===== config.mk =====
export PLATFORM = sky130hd
export DESIGN_NAME = cpl_timeout_timer
export DESIGN_NICKNAME = d
export VERILOG_FILES = /design/src/rtl/cto_pkg.sv /design/src/rtl/cto_ctrl_reg.sv /design/src/rtl/cto_prescaler.sv /design/src/rtl/cto_down_counter.sv /design/src/rtl/cpl_timeout_timer.sv
export SDC_FILE = /design/constraint.sdc
export NUM_CORES = 1
export LEC_CHECK = 0
export CAP_MARGIN = 15
export CORE_AREA = 2 2 86 88
export CTS_CLUSTER_DIAMETER = 40
export CTS_CLUSTER_SIZE = 8
export DETAILED_ROUTE_END_ITERATION = 16
export DIE_AREA = 0 0 88 90
export PLACE_DENSITY_LB_ADDON = 0.2
export SLEW_MARGIN = 20
export SYNTH_ARGS = -nofsm -noshare
export SYNTH_HDL_FRONTEND = slang
export SYNTH_SLANG_ARGS = --single-unit

===== constraint.sdc =====
create_clock -name clk -period 2.6 [get_ports clk]
set_input_delay 0.52 -clock clk [delete_from_list [all_inputs] [get_ports clk]]
set_output_delay 0.52 -clock clk [all_outputs]
set_load 0.02 [all_outputs]

===== src/rtl/cto_pkg.sv =====
package cto_pkg;
    localparam int CTRL_W  = 32;
    localparam int CNT_W   = 24;
    localparam int DIS_BIT = 31;
    // writable bits of the control word: disable flag and count field
    localparam logic [CTRL_W-1:0] CTRL_WR_MASK = 32'h80FF_FFFF;
    localparam logic [CTRL_W-1:0] CTRL_RST     = 32'h0010_FFFF;

    typedef struct packed {
        logic busy;
        logic tmo;
        logic sticky;
    } stat_t;
endpackage


===== src/rtl/cto_ctrl_reg.sv =====
module cto_ctrl_reg
    import cto_pkg::*;
#(
    parameter logic [CTRL_W-1:0] RESET_WORD = CTRL_RST
) (
    input  logic              clk,
    input  logic              rst_n,
    input  logic              wr_en,
    input  logic [CTRL_W-1:0] wdata,
    output logic [CTRL_W-1:0] word,
    output logic              dis,
    output logic [CNT_W-1:0]  cnt
);
    logic [CTRL_W-1:0] word_d, word_q;

    always_comb begin
        word_d = word_q;
        if (wr_en) begin
            word_d = wdata & CTRL_WR_MASK;
        end
    end

    always_ff @(posedge clk or negedge rst_n) begin
        if (!rst_n) word_q <= RESET_WORD & CTRL_WR_MASK;
        else        word_q <= word_d;
    end

    assign word = word_q;
    assign dis  = word_q[DIS_BIT];
    assign cnt  = word_q[CNT_W-1:0];
endmodule


===== src/rtl/cto_prescaler.sv =====
module cto_prescaler #(
    parameter int DIV = 8
) (
    input  logic clk,
    input  logic rst_n,
    input  logic restart,
    input  logic run,
    output logic tick
);
    localparam int DIV_W = (DIV > 1) ? $clog2(DIV) : 1;
    localparam logic [DIV_W-1:0] LAST = DIV_W'(DIV - 1);

    logic [DIV_W-1:0] pre_d, pre_q;

    always_comb begin
        pre_d = pre_q;
        if (restart) begin
            pre_d = '0;
        end else if (run) begin
            pre_d = (pre_q == LAST) ? '0 : pre_q + 1'b1;
        end
    end

    always_ff @(posedge clk or negedge rst_n) begin
        if (!rst_n) pre_q <= '0;
        else        pre_q <= pre_d;
    end

    assign tick = run && !restart && (pre_q == LAST);
endmodule


===== src/rtl/cto_down_counter.sv =====
module cto_down_counter #(
    parameter int W = 24
) (
    input  logic         clk,
    input  logic         rst_n,
    input  logic         load,
    input  logic [W-1:0] load_val,
    input  logic         dec,
    output logic         at_one
);
    logic [W-1:0] cnt_d, cnt_q;

    always_comb begin
        cnt_d = cnt_q;
        if (load) begin
            cnt_d = load_val;
        end else if (dec && cnt_q != '0) begin
            cnt_d = cnt_q - 1'b1;
        end
    end

    always_ff @(posedge clk or negedge rst_n) begin
        if (!rst_n) cnt_q <= '0;
        else        cnt_q <= cnt_d;
    end

    assign at_one = (cnt_q == W'(1));
endmodule


===== src/rtl/cpl_timeout_timer.sv =====
module cpl_timeout_timer
    import cto_pkg::*;
#(
    parameter int                PRESCALE   = 8,
    parameter logic [CTRL_W-1:0] RESET_WORD = CTRL_RST
) (
    input  logic              clk,
    input  logic              rst_n,
    input  logic              reg_wr_en,
    input  logic [CTRL_W-1:0] reg_wdata,
    output logic [CTRL_W-1:0] reg_rdata,
    input  logic              sts_clr,
    input  logic              req_issue,
    input  logic              cpl_ok,
    input  logic              cpl_abort,
    output logic              tmo_pulse,
    output logic              err_sticky,
    output logic              busy
);
    logic             dis;
    logic [CNT_W-1:0] cnt_field;
    logic [CNT_W-1:0] load_val;
    logic             accept, tick, at_one, done, expire, dec;
    stat_t            st_d, st_q;

    cto_ctrl_reg #(.RESET_WORD(RESET_WORD)) u_reg (
        .clk   (clk),
        .rst_n (rst_n),
        .wr_en (reg_wr_en),
        .wdata (reg_wdata),
        .word  (reg_rdata),
        .dis   (dis),
        .cnt   (cnt_field)
    );

    cto_prescaler #(.DIV(PRESCALE)) u_pre (
        .clk     (clk),
        .rst_n   (rst_n),
        .restart (accept),
        .run     (st_q.busy),
        .tick    (tick)
    );

    cto_down_counter #(.W(CNT_W)) u_cnt (
        .clk      (clk),
        .rst_n    (rst_n),
        .load     (accept),
        .load_val (load_val),
        .dec      (dec),
        .at_one   (at_one)
    );

    always_comb begin
        // zero is reserved: run the longest possible window instead
        load_val = (cnt_field == '0) ? '1 : cnt_field;
        accept   = req_issue && !st_q.busy;
        done     = st_q.busy && (cpl_ok || cpl_abort);
        dec      = st_q.busy && tick && !dis;
        expire   = dec && at_one;

        st_d     = st_q;
        st_d.tmo = 1'b0;
        if (accept) begin
            st_d.busy = 1'b1;
        end else if (done || expire) begin
            st_d.busy = 1'b0;
        end
        // a completion on the expiry edge takes precedence
        if (expire && !done) begin
            st_d.tmo = 1'b1;
        end
        if (sts_clr) begin
            st_d.sticky = 1'b0;
        end
        if ((expire && !done) || (done && cpl_abort)) begin
            st_d.sticky = 1'b1;
        end
    end

    always_ff @(posedge clk or negedge rst_n) begin
        if (!rst_n) st_q <= '0;
        else        st_q <= st_d;
    end

    assign busy       = st_q.busy;
    assign tmo_pulse  = st_q.tmo;
    assign err_sticky = st_q.sticky;
endmodule


; ---- After elaboration in Yosys (flattened, before gate mapping)
; Cells that the tools add are included.
[totals]
register_bits = 55
in_bits = 39
out_inout_bits = 35
elab_cells = 44
[classes]
n_addsub = 2
n_eq_ne = 2
muxes = 11
n_reduce_logical = 23
[op_table]
columns = op, n
row1 = $mux 24, 3
row2 = $eq 24x1->1 const B, 1
row3 = $logic_not 24->1, 1
row4 = $reduce_bool 24->1, 1
row5 = $sub 24x1->24 const B, 1
row6 = $logic_and 1x1->1, 10
row7 = $mux 3, 3
row8 = $reduce_bool 2->1, 4
row9 = $mux 1, 5
row10 = $logic_not 1->1, 4
row11 = $add 3x1->3 const B, 1
row12 = $eq 3x3->1 const B, 1
row13 = $logic_or 1x1->1, 3

; ---- Depth between registers and ports, before layout
; Gate-level depths: netlist of the first run.
[logic_depth]
ltp_word = 11
mapped_depth = 8
depth_no_buf = 7

; ---- Hierarchy
; Synthesis of the first run repeated with hierarchy kept, for this count alone.
[hier_totals]
cells_unflattened = 320
area_unflattened_um2 = 3467.1
[by_module_without_submodules]
columns = module, instances, cells_each, area_per_inst_um2, seq_area_each_um2
row1 = cto_down_counter, 1, 172, 1539.0, 600.6
row2 = cto_ctrl_reg, 1, 86, 1298.7, 646.9
row3 = cpl_timeout_timer, 1, 48, 470.5, 75.1
row4 = cto_prescaler, 1, 14, 158.9, 75.1

; ---- Worst setup path before layout of the first run
; OpenSTA, ideal clock, no wires.
[synth_path]
path_kind = reg2reg
start = reg u_cnt.cnt_q[0]
end = reg u_cnt.cnt_q[22]
setup_ns = 0.133
arrival_time_ns = 1.810
required_ns = 2.467
setup_slack_ns = 0.657
stages_incl_launch_ff = 8
n_path_buf = 0
period_less_slack_ns = 1.943
cell_sequence = dfrtp_1 -> inv_1 -> ha_1 -> nor4b_2 -> nand4_1 -> or4_1 -> o211ai_1 -> o211ai_1
[synth_between]
elab_chain_len = 3
elab_cells_between_ends = 6
cone_classes = 1 x add/sub / 2 x mux / 3 x reduce/logical
[synth_rtl]
columns = element, line
row1 = start: declaration, cto_down_counter.sv:11  ; logic [W-1:0] cnt_d, cnt_q;
row2 = start signal: assignment, cto_down_counter.sv:24  ; else cnt_q <= cnt_d;
row3 = $sub 24x1->24 or $reduce_bool 24->1 (tied branches), "cto_down_counter.sv:18, cto_down_counter.sv:17"
row4 = $mux 24 or $logic_and 1x1->1 (tied branches), cto_down_counter.sv:17  ; end else if (dec && cnt_q != '0) begin
row5 = $mux 24 or $reduce_bool 2->1 (tied branches), n/a
; Several ways; a longest one is shown, not always the timed one. The select of a mux whose other input is x is not followed.
; A chain may end at the register's enable or synchronous reset.

; ---- Worst setup path after layout of the first run
[layout_path]
start = reg u_cnt.cnt_q[8]
end = reg u_cnt.cnt_q[14]
; The elaborated chain is that of the path after synthesis.

==> results of run 1 <==
## cells by family after synthesis
| group | after synthesis |
|---|---|
| compound gates | 67 |
| xor+xnor | 2 |
| fa+ha+maj | 5 |
| buf+inv | 26 |
| flops | 55 |
| mux | 26 |
| other cells | 1 |
| simple gates | 107 |
## placed cells by master, fill, tap and decap left out, types with 9 or more instances in the layout
cell	synthesis	layout
dfrtp_1	38	38
mux2_2	25	25
dfstp_2	17	17
nor2_1	37	37
clkdlybuf4s50_1	0	58
o211ai_1	11	11
a31oi_1	13	13
nand3_1	9	9
buf_4	10	10
nand2_1	13	13
## final cells by class
type	count	area (um^2)
timing repair buffer	70	680.7
inverter	2	7.507
multi-input combinational	214	1499
fill	649	3194
sequential	55	1398
clock buffer	6	82.58
tap	99	123.9
clock inverter	2	35.03
## worst min-delay path by stage
stage | from | end | cells past startpoint
floorplan | rst_n | busy | 0
global placement | u_pre.pre_q[1] | u_pre.pre_q[1] | 1
detailed placement | u_pre.pre_q[1] | u_pre.pre_q[1] | 1
CTS | rst_n | u_reg.word[31] | 1
global route | rst_n | u_reg.word[19] | 1
finish | rst_n | u_reg.word[31] | 1
## layer usage
layer	global-route usage [%]	wire length [um]	share of wire, %
met4	5.897	112	1.6
met5	0	0	0
met1	26.46	3280	46
met3	3.673	315	4.4
met2	30.11	3377	48
## power groups by stage
stage	clock, mW	combinational, mW	sequential, mW
after floorplan	0	0.263	1.16
after global placement	0	0.491	1.15
after detailed placement	0	0.503	1.15
after CTS	0.607	0.506	1.13
after global routing	0.632	0.554	1.16
final	0.595	0.501	1.13
## worst register-to-register path, cell delays in order, from the launching register on
cell	delay, ns
dfrtp_1	0.47
nor4_2	0.45
nand4_2	0.24
o21ai_4	0.61
o21ai_0	0.21
a31oi_1	0.18
## registers in the layout, indices dropped and copies added, names as in the netlist
signal / cells
busy: 1
err_sticky: 1
tmo_pulse: 1
u_cnt.cnt_q: 24
u_pre.pre_q: 3
u_reg.word: 25
==> results.rst, run 1 <==
.. list-table::
   :header-rows: 1

   * - Metric
     - Value
   * - CP Launch Type
     - register
   * - Minimum setup slack in the final design
     - 0.3714 ns
   * - Leading post-synthesis cells by cell area
     - dfrtp_1, dfstp_2, mux2_2, nor2_1, o211ai_1
   * - Area share of xor/xnor cells in the synthesized design
     - 0.5757%
   * - Power density of the placed cells
     - 582.8 nW/um^2
   * - Clk sinks
     - 55
   * - H-tree Lvls
     - 2
   * - Number of setup violations in the final report
     - 0
   * - Placer's final routability congestion estimate
     - 0.8475
   * - Number of instances in the placed design
     - 440
   * - Main combinational cell family by area after synthesis
     - simple AND/OR/NAND/NOR gates
   * - CP peak stage delay
     - 0.61 ns
   * - Wire length of the first global-routing pass
     - 12100 um
   * - Top Family by Delay on Critical Path
     - compound AO/OA/AOI/OAI gates
   * - Tot GR Track Use
     - 19.12%
   * - Power dissipated by switching net loads
     - 0.6682 mW
   * - Final-layout worst hold slack
     - 0.2166 ns
   * - Effective utilization at floorplan
     - 43.34%
   * - Maximum root-to-sink buffer count
     - 2
   * - Adder-Cell Fraction of Synth Area
     - 2.056%
   * - Max-slew violations
     - 0
   * - Setup Slack @ Placement
     - 0.3970 ns
   * - Sum of buffers and inverters on the critical path
     - 0
   * - Largest fanout on the critical path
     - 28
   * - Iteration-0 DRC count of the detailed router
     - 150
   * - Data arrival at the endpoint of the critical path
     - 2.47 ns
   * - Reg-to-Reg Start
     - u_cnt.cnt_q[8]
   * - Most common cell in the netlist
     - dfrtp_1
   * - Synth Area in Simple Gates
     - 20.39%
   * - Hold Vio Cnt, Final
     - 0
   * - Sequential power share
     - 50.9%
   * - Top cell type's share of synthesized area
     - 31.25%
   * - Antenna diode instance count
     - 0
   * - Worst r2r path cells
     - 5
   * - Chip Height
     - 90 um
   * - Signed area change from the synthesized netlist to the final layout
     - 25.74%
   * - Post-CTS setup buffer count
     - 0
   * - Vias after detailed routing
     - 2510
   * - Period utilisation layout
     - 85.72%
   * - Combinational cell fraction of total power
     - 22.5%
   * - DR pass1 iterations
     - 4
   * - Switching part of the total power
     - 29.96%
   * - Number of CTS-inserted buffers
     - 5
   * - Warnings from Yosys
     - 0
   * - Kind of end point of the critical path
     - register
   * - Routed WL
     - 7086 um
   * - Leakage dissipation
     - 1.421 nW
   * - Cell area after technology mapping
     - 3043 um^2
   * - Fraction of final layout cells sized beyond drive strength 1
     - 22.92%
   * - End-of-flow core utilization
     - 54.50%
   * - Die width
     - 88 um
   * - Cell Int Power
     - 1.562 mW
   * - Port-buffer cells
     - 59
   * - Part of the power in the clock network
     - 26.7%
   * - Post-route ant nets
     - 0
   * - Status
     - finished clean
   * - Number of gates resized after CTS
     - 0
   * - Antenna violations before repair
     - 0
   * - Portion of netlist area occupied by mux cells
     - 9.581%
   * - Number of max-cap violations
     - 0
   * - Terminus of the critical flop-to-flop path
     - u_cnt.cnt_q[14]
   * - Clock slew seen by the registers of the worst setup and hold paths
     - 0.10 ns
   * - Cell taking the most area after synthesis
     - dfrtp_1
   * - Standard-cell row count
     - 31
   * - DR DRC count
     - 0
   * - Number of global-route vias before repair
     - 2541
   * - Stages on worst setup path
     - 5
   * - Number of instances in the synthesized netlist
     - 289
   * - Final sum of negative setup slack
     - 0 ns
   * - DR vias/cell
     - 5.603
   * - Endpoint of the worst setup timing path
     - u_cnt.cnt_q[14]
   * - Most common library cells after synthesis
     - dfrtp_1, nor2_1, mux2_2
   * - Peak ir drop on the vdd network
     - 0.2391 mV
   * - Count of different cell masters after synthesis
     - 56
   * - Crit path time final
     - 2.229 ns
   * - Max Clock Skew
     - 0.009268 ns
   * - Slew HR
     - 53.56%
   * - Latest clock arrival within the worst-skew pair
     - 0.31 ns
   * - Number of synthesized register bits
     - 55
   * - Number of enable-type register cells in the synthesized netlist
     - 0
   * - CTS tree
     - done
   * - Worst-path cell with the longest stage delay
     - o21ai_4
   * - Routed len/inst
     - 15.82 um
   * - Share of the synthesized area in compound gates (AO/OA/AOI/OAI)
     - 15.79%
   * - RSZ-0062 raised after global routing
     - no
   * - Placed standard-cell area
     - 3709 um^2
   * - # nets final
     - 392
   * - Area enclosed by the die boundary
     - 7920 um^2
   * - Number of buffers added to fix hold violations after cts
     - 0
   * - Ports placed on the boundary
     - 74
   * - Syn_area_per_cell
     - 10.53 um^2
   * - Slew at the pin closest to its max-slew limit
     - 0.6940 ns
   * - Commonest register cell after synthesis
     - dfrtp_1
   * - Async set-or-reset flop fraction in the synthesized netlist
     - 100.0%
   * - Final non-filler cell area
     - 3826 um^2
   * - Proportion of synthesized chip area in sequential cells
     - 45.93%
   * - Design Power
     - 2.230 mW
   * - Pin count of the biggest net entering global routing
     - 30
   * - HPWL reported at the end of detailed placement
     - 5039 um
   * - Register-to-register setup slack
     - 0.37 ns
   * - Class of the worst hold path
     - input pin to asynchronous set/reset pin
   * - Core Region
     - 7020 um^2
   * - Maximum clock frequency
     - 448.7 MHz
   * - Post-Layout Cell Count
     - 448
   * - Total gr overflow
     - 0
   * - Path type of the worst setup path
     - register to register
   * - CP cell instances
     - nor4_2 -> nand4_2 -> o21ai_4 -> o21ai_0 -> a31oi_1
   * - Worst endpoint required time
     - 2.84 ns
   * - CP Launch Point
     - u_cnt.cnt_q[8]
   * - Root Buffer Master
     - clkbuf_8
Power figures use the tool's default switching activity.
==> run 2, diff against run 1 <==
--- a/config.mk
+++ b/config.mk
@@ -7,4 +7,5 @@
 export LEC_CHECK = 0
+export ABC_AREA = 1
 export CAP_MARGIN = 15
-export CORE_AREA = 2 2 86 88
+export CORE_AREA = 2 2 91 93
 export CTS_CLUSTER_DIAMETER = 40
@@ -12,3 +13,3 @@
 export DETAILED_ROUTE_END_ITERATION = 16
-export DIE_AREA = 0 0 88 90
+export DIE_AREA = 0 0 93 95
 export PLACE_DENSITY_LB_ADDON = 0.2
--- a/constraint.sdc
+++ b/constraint.sdc
@@ -3,2 +3,2 @@
 set_output_delay 0.52 -clock clk [all_outputs]
-set_load 0.02 [all_outputs]
+set_load 0.005 [all_outputs]
==> run 2 against run 1 <==
Non-clock buffer count fell by 5. Core utilization fell by 1.8 points. Wire length rose by 17%.
==> results.rst, run 2 <==
.. list-table::
   :header-rows: 1

   * - Metric
     - Value
   * - Status
     - finished clean
   * - Flip-flop count of the largest register, all copies and words added
     - 25
   * - HPWL reported at the end of detailed placement
     - 6265 um
   * - # nets final
     - 568
   * - Chip Height
     - 95 um
   * - Number of gates resized after CTS
     - 0
   * - Most common library cells after synthesis
     - nand2_1, nand3_1, nor2_1
   * - DR DRC count
     - 0
   * - DR pass1 iterations
     - 4
   * - Effective utilization at floorplan
     - 43.06%
   * - Number of instances in the placed design
     - 622
   * - Slew at the pin closest to its max-slew limit
     - 0.6745 ns
   * - Syn_area_per_cell
     - 7.293 um^2
   * - Period utilisation layout
     - 73.96%
   * - Total gr overflow
     - 0
   * - Die width
     - 93 um
   * - Vias after detailed routing
     - 3113
   * - Uppermost metal layer occupied by signal nets
     - met4
   * - Latest clock arrival within the worst-skew pair
     - 0.32 ns
   * - Number of setup violations in the final report
     - 0
   * - Routed len/inst
     - 13.20 um
   * - Slew HR
     - 55.04%
   * - Number of max-cap violations
     - 0
   * - Placer's final routability congestion estimate
     - 0.8910
   * - CP cell instances
     - clkdlybuf4s50_1
   * - Max-slew violations
     - 0
   * - Ports placed on the boundary
     - 74
   * - Antenna violations before repair
     - 0
   * - Data arrival at the endpoint of the critical path
     - 1.40 ns
   * - RSZ-0062 raised after global routing
     - no
   * - DR vias/cell
     - 4.941
   * - Antenna diode instance count
     - 0
   * - Wire length of the first global-routing pass
     - 14410 um
   * - Cell area after technology mapping
     - 3413 um^2
   * - Register-to-register setup slack
     - 0.69 ns
   * - Maximum clock frequency
     - 520.0 MHz
   * - Proportion of synthesized chip area in sequential cells
     - 40.95%
   * - CTS tree
     - done
   * - Tot GR Track Use
     - 20.37%
   * - Sum of buffers and inverters on the critical path
     - 1
   * - Peak ir drop on the vdd network
     - 0.3208 mV
   * - Leakage dissipation
     - 1.937 nW
   * - Total length of routed met3 wires
     - 410 um
   * - Standard-cell row count
     - 33
   * - Most common cell after layout, fill and taps aside
     - nand2_1
   * - Number of instances in the synthesized netlist
     - 468
   * - Terminus of the critical flop-to-flop path
     - u_cnt.cnt_q[3]
   * - Commonest register cell after synthesis
     - dfrtp_1
   * - Reg-to-Reg Start
     - u_cnt.cnt_q[0]
   * - Count of different cell masters after synthesis
     - 34
   * - Worst endpoint required time
     - 2.08 ns
   * - H-tree Lvls
     - 2
   * - Number of synthesized register bits
     - 55
   * - Async set-or-reset flop fraction in the synthesized netlist
     - 100.0%
   * - Number of enable-type register cells in the synthesized netlist
     - 0
   * - Class of the worst hold path
     - input pin to asynchronous set/reset pin
   * - CP Launch Type
     - register
   * - Top cell type's share of synthesized area
     - 27.86%
   * - Root Buffer Master
     - clkbuf_8
   * - Top Family by Delay on Critical Path
     - flip-flops
   * - Final sum of negative setup slack
     - 0 ns
   * - Most frequent cells in the layout
     - nand2_1, nand3_1, nor2_1, clkdlybuf4s50_1, inv_1
   * - Iteration-0 DRC count of the detailed router
     - 139
   * - Maximum root-to-sink buffer count
     - 2
   * - Number of buffers added to fix hold violations after cts
     - 0
   * - Kind of end point of the critical path
     - output port
   * - Routed WL
     - 8315 um
   * - Pin count of the biggest net entering global routing
     - 37
   * - Most common cell in the netlist
     - nand2_1
   * - CP peak stage delay
     - 0.58 ns
   * - Path type of the worst setup path
     - register to output port
   * - Routed met2 length
     - 3781 um
   * - Number of global-route vias before repair
     - 3020
   * - Port-buffer cells
     - 59
   * - Leading post-synthesis cells by cell area
     - dfrtp_1, dfstp_2, nand2_1, nand3_1, nor2_1
   * - Post-route ant nets
     - 0
   * - Signed area change from the synthesized netlist to the final layout
     - 22.29%
   * - Area enclosed by the die boundary
     - 8835 um^2
   * - Post-CTS setup buffer count
     - 0
   * - Cell taking the most area after synthesis
     - dfrtp_1
   * - Number of CTS-inserted buffers
     - 5
   * - Max Clock Skew
     - 0.005296 ns
   * - Hold Vio Cnt, Final
     - 0
   * - Power density of the placed cells
     - 632.2 nW/um^2
   * - Crit path time final
     - 1.923 ns
   * - M1 WL
     - 4005 um
   * - Core Region
     - 7928 um^2
   * - Largest fanout on the critical path
     - 4
   * - Clk sinks
     - 55
   * - Clock slew seen by the registers of the worst setup and hold paths
     - 0.11 ns
   * - Post-Layout Cell Count
     - 630
   * - Warnings from Yosys
     - 0
   * - Worst-path cell with the longest stage delay
     - dfstp_2
   * - Worst r2r path cells
     - 10
   * - Fraction of final layout cells sized beyond drive strength 1
     - 13.71%
==> run 2: cell types whose count changed in the layout (fill, tap and decap cells not counted), sizes merged, moves of 8 or more <==
cell / change
a31oi: -13
inv: +56
mux2: -22
nand2: +102
nand3: +59
nor2: +36
o211ai: -10
o21ai: +27
o31ai: -8
or4: -8
==> run 2: kinds of logic after synthesis <==
group,count (synthesis),share of synthesized area [%]
other,1,0.1099
DFF,55,40.95
buffers and inverters,80,10.45
muxes,3,0.9897
and+or+nand+nor,271,36.40
adders and majority gates,5,1.833
AOI/OAI and AO/OA,51,8.761
xor gates and xnor gates,2,0.5133
==> run 2: how the worst max path moves through the flow <==
| stage | start | end | slack [ns] | cells past startpoint |
|---|---|---|---|---|
| after floorplan | u_cnt.cnt_q[0] | u_cnt.cnt_q[14] | 1.13 | 9 |
| after global placement | req_issue | u_cnt.cnt_q[4] | 0.50 | 8 |
| after detailed placement | req_issue | u_cnt.cnt_q[4] | 0.46 | 8 |
| after CTS | u_reg.word[4] | reg_rdata[4] | 0.66 | 1 |
| after global routing | u_cnt.cnt_q[0] | u_cnt.cnt_q[5] | 0.52 | 10 |
| final | u_reg.word[4] | reg_rdata[4] | 0.68 | 1 |
==> run 2: routing by layer <==
| layer | vias to the layer above | GRT usage (%) |
|---|---|---|
| met5 | - | 0 |
| met2 | 87 | 32.49 |
| met4 | 0 | 5.882 |
| met1 | 1428 | 28.43 |
| met3 | 11 | 3.751 |
| li1 | 1587 | - |
==> run 2: cell type report <==
type / count / area [um^2]
clock inverter: 2 / 16.27
multi-input combinational: 339 / 1682
tap: 105 / 131.4
timing repair buffer: 65 / 655.6
sequential: 55 / 1398
clock buffer: 6 / 72.57
fill: 799 / 3754
inverter: 58 / 219.0
==> run 2: report_power, final <==
part | internal, mW | switching (mW) | total, mW | leakage (nW)
sequential | 1.03 | 0.183 | 1.21 | 0.635
clock | 0.195 | 0.309 | 0.503 | 0.0418
combinational | 0.382 | 0.539 | 0.921 | 1.26
==> run 2: metrics by stage <==
step / worst slack, ns / hold WS [ns] / power, mW / util, % / area (um^2)
after floorplan: 1.126 / 0.2244 / 1.829 / - / 3436
after global placement: 0.5030 / 0.4830 / 2.118 / 51.53 / 4085
after detailed placement: 0.4645 / 0.4923 / 2.146 / 51.53 / 4085
after CTS: 0.6639 / 0.2447 / 2.650 / 52.65 / 4174
after global routing: 0.5208 / 0.2705 / 2.848 / 52.65 / 4174
final: 0.6770 / 0.2299 / 2.639 / 52.65 / 4174
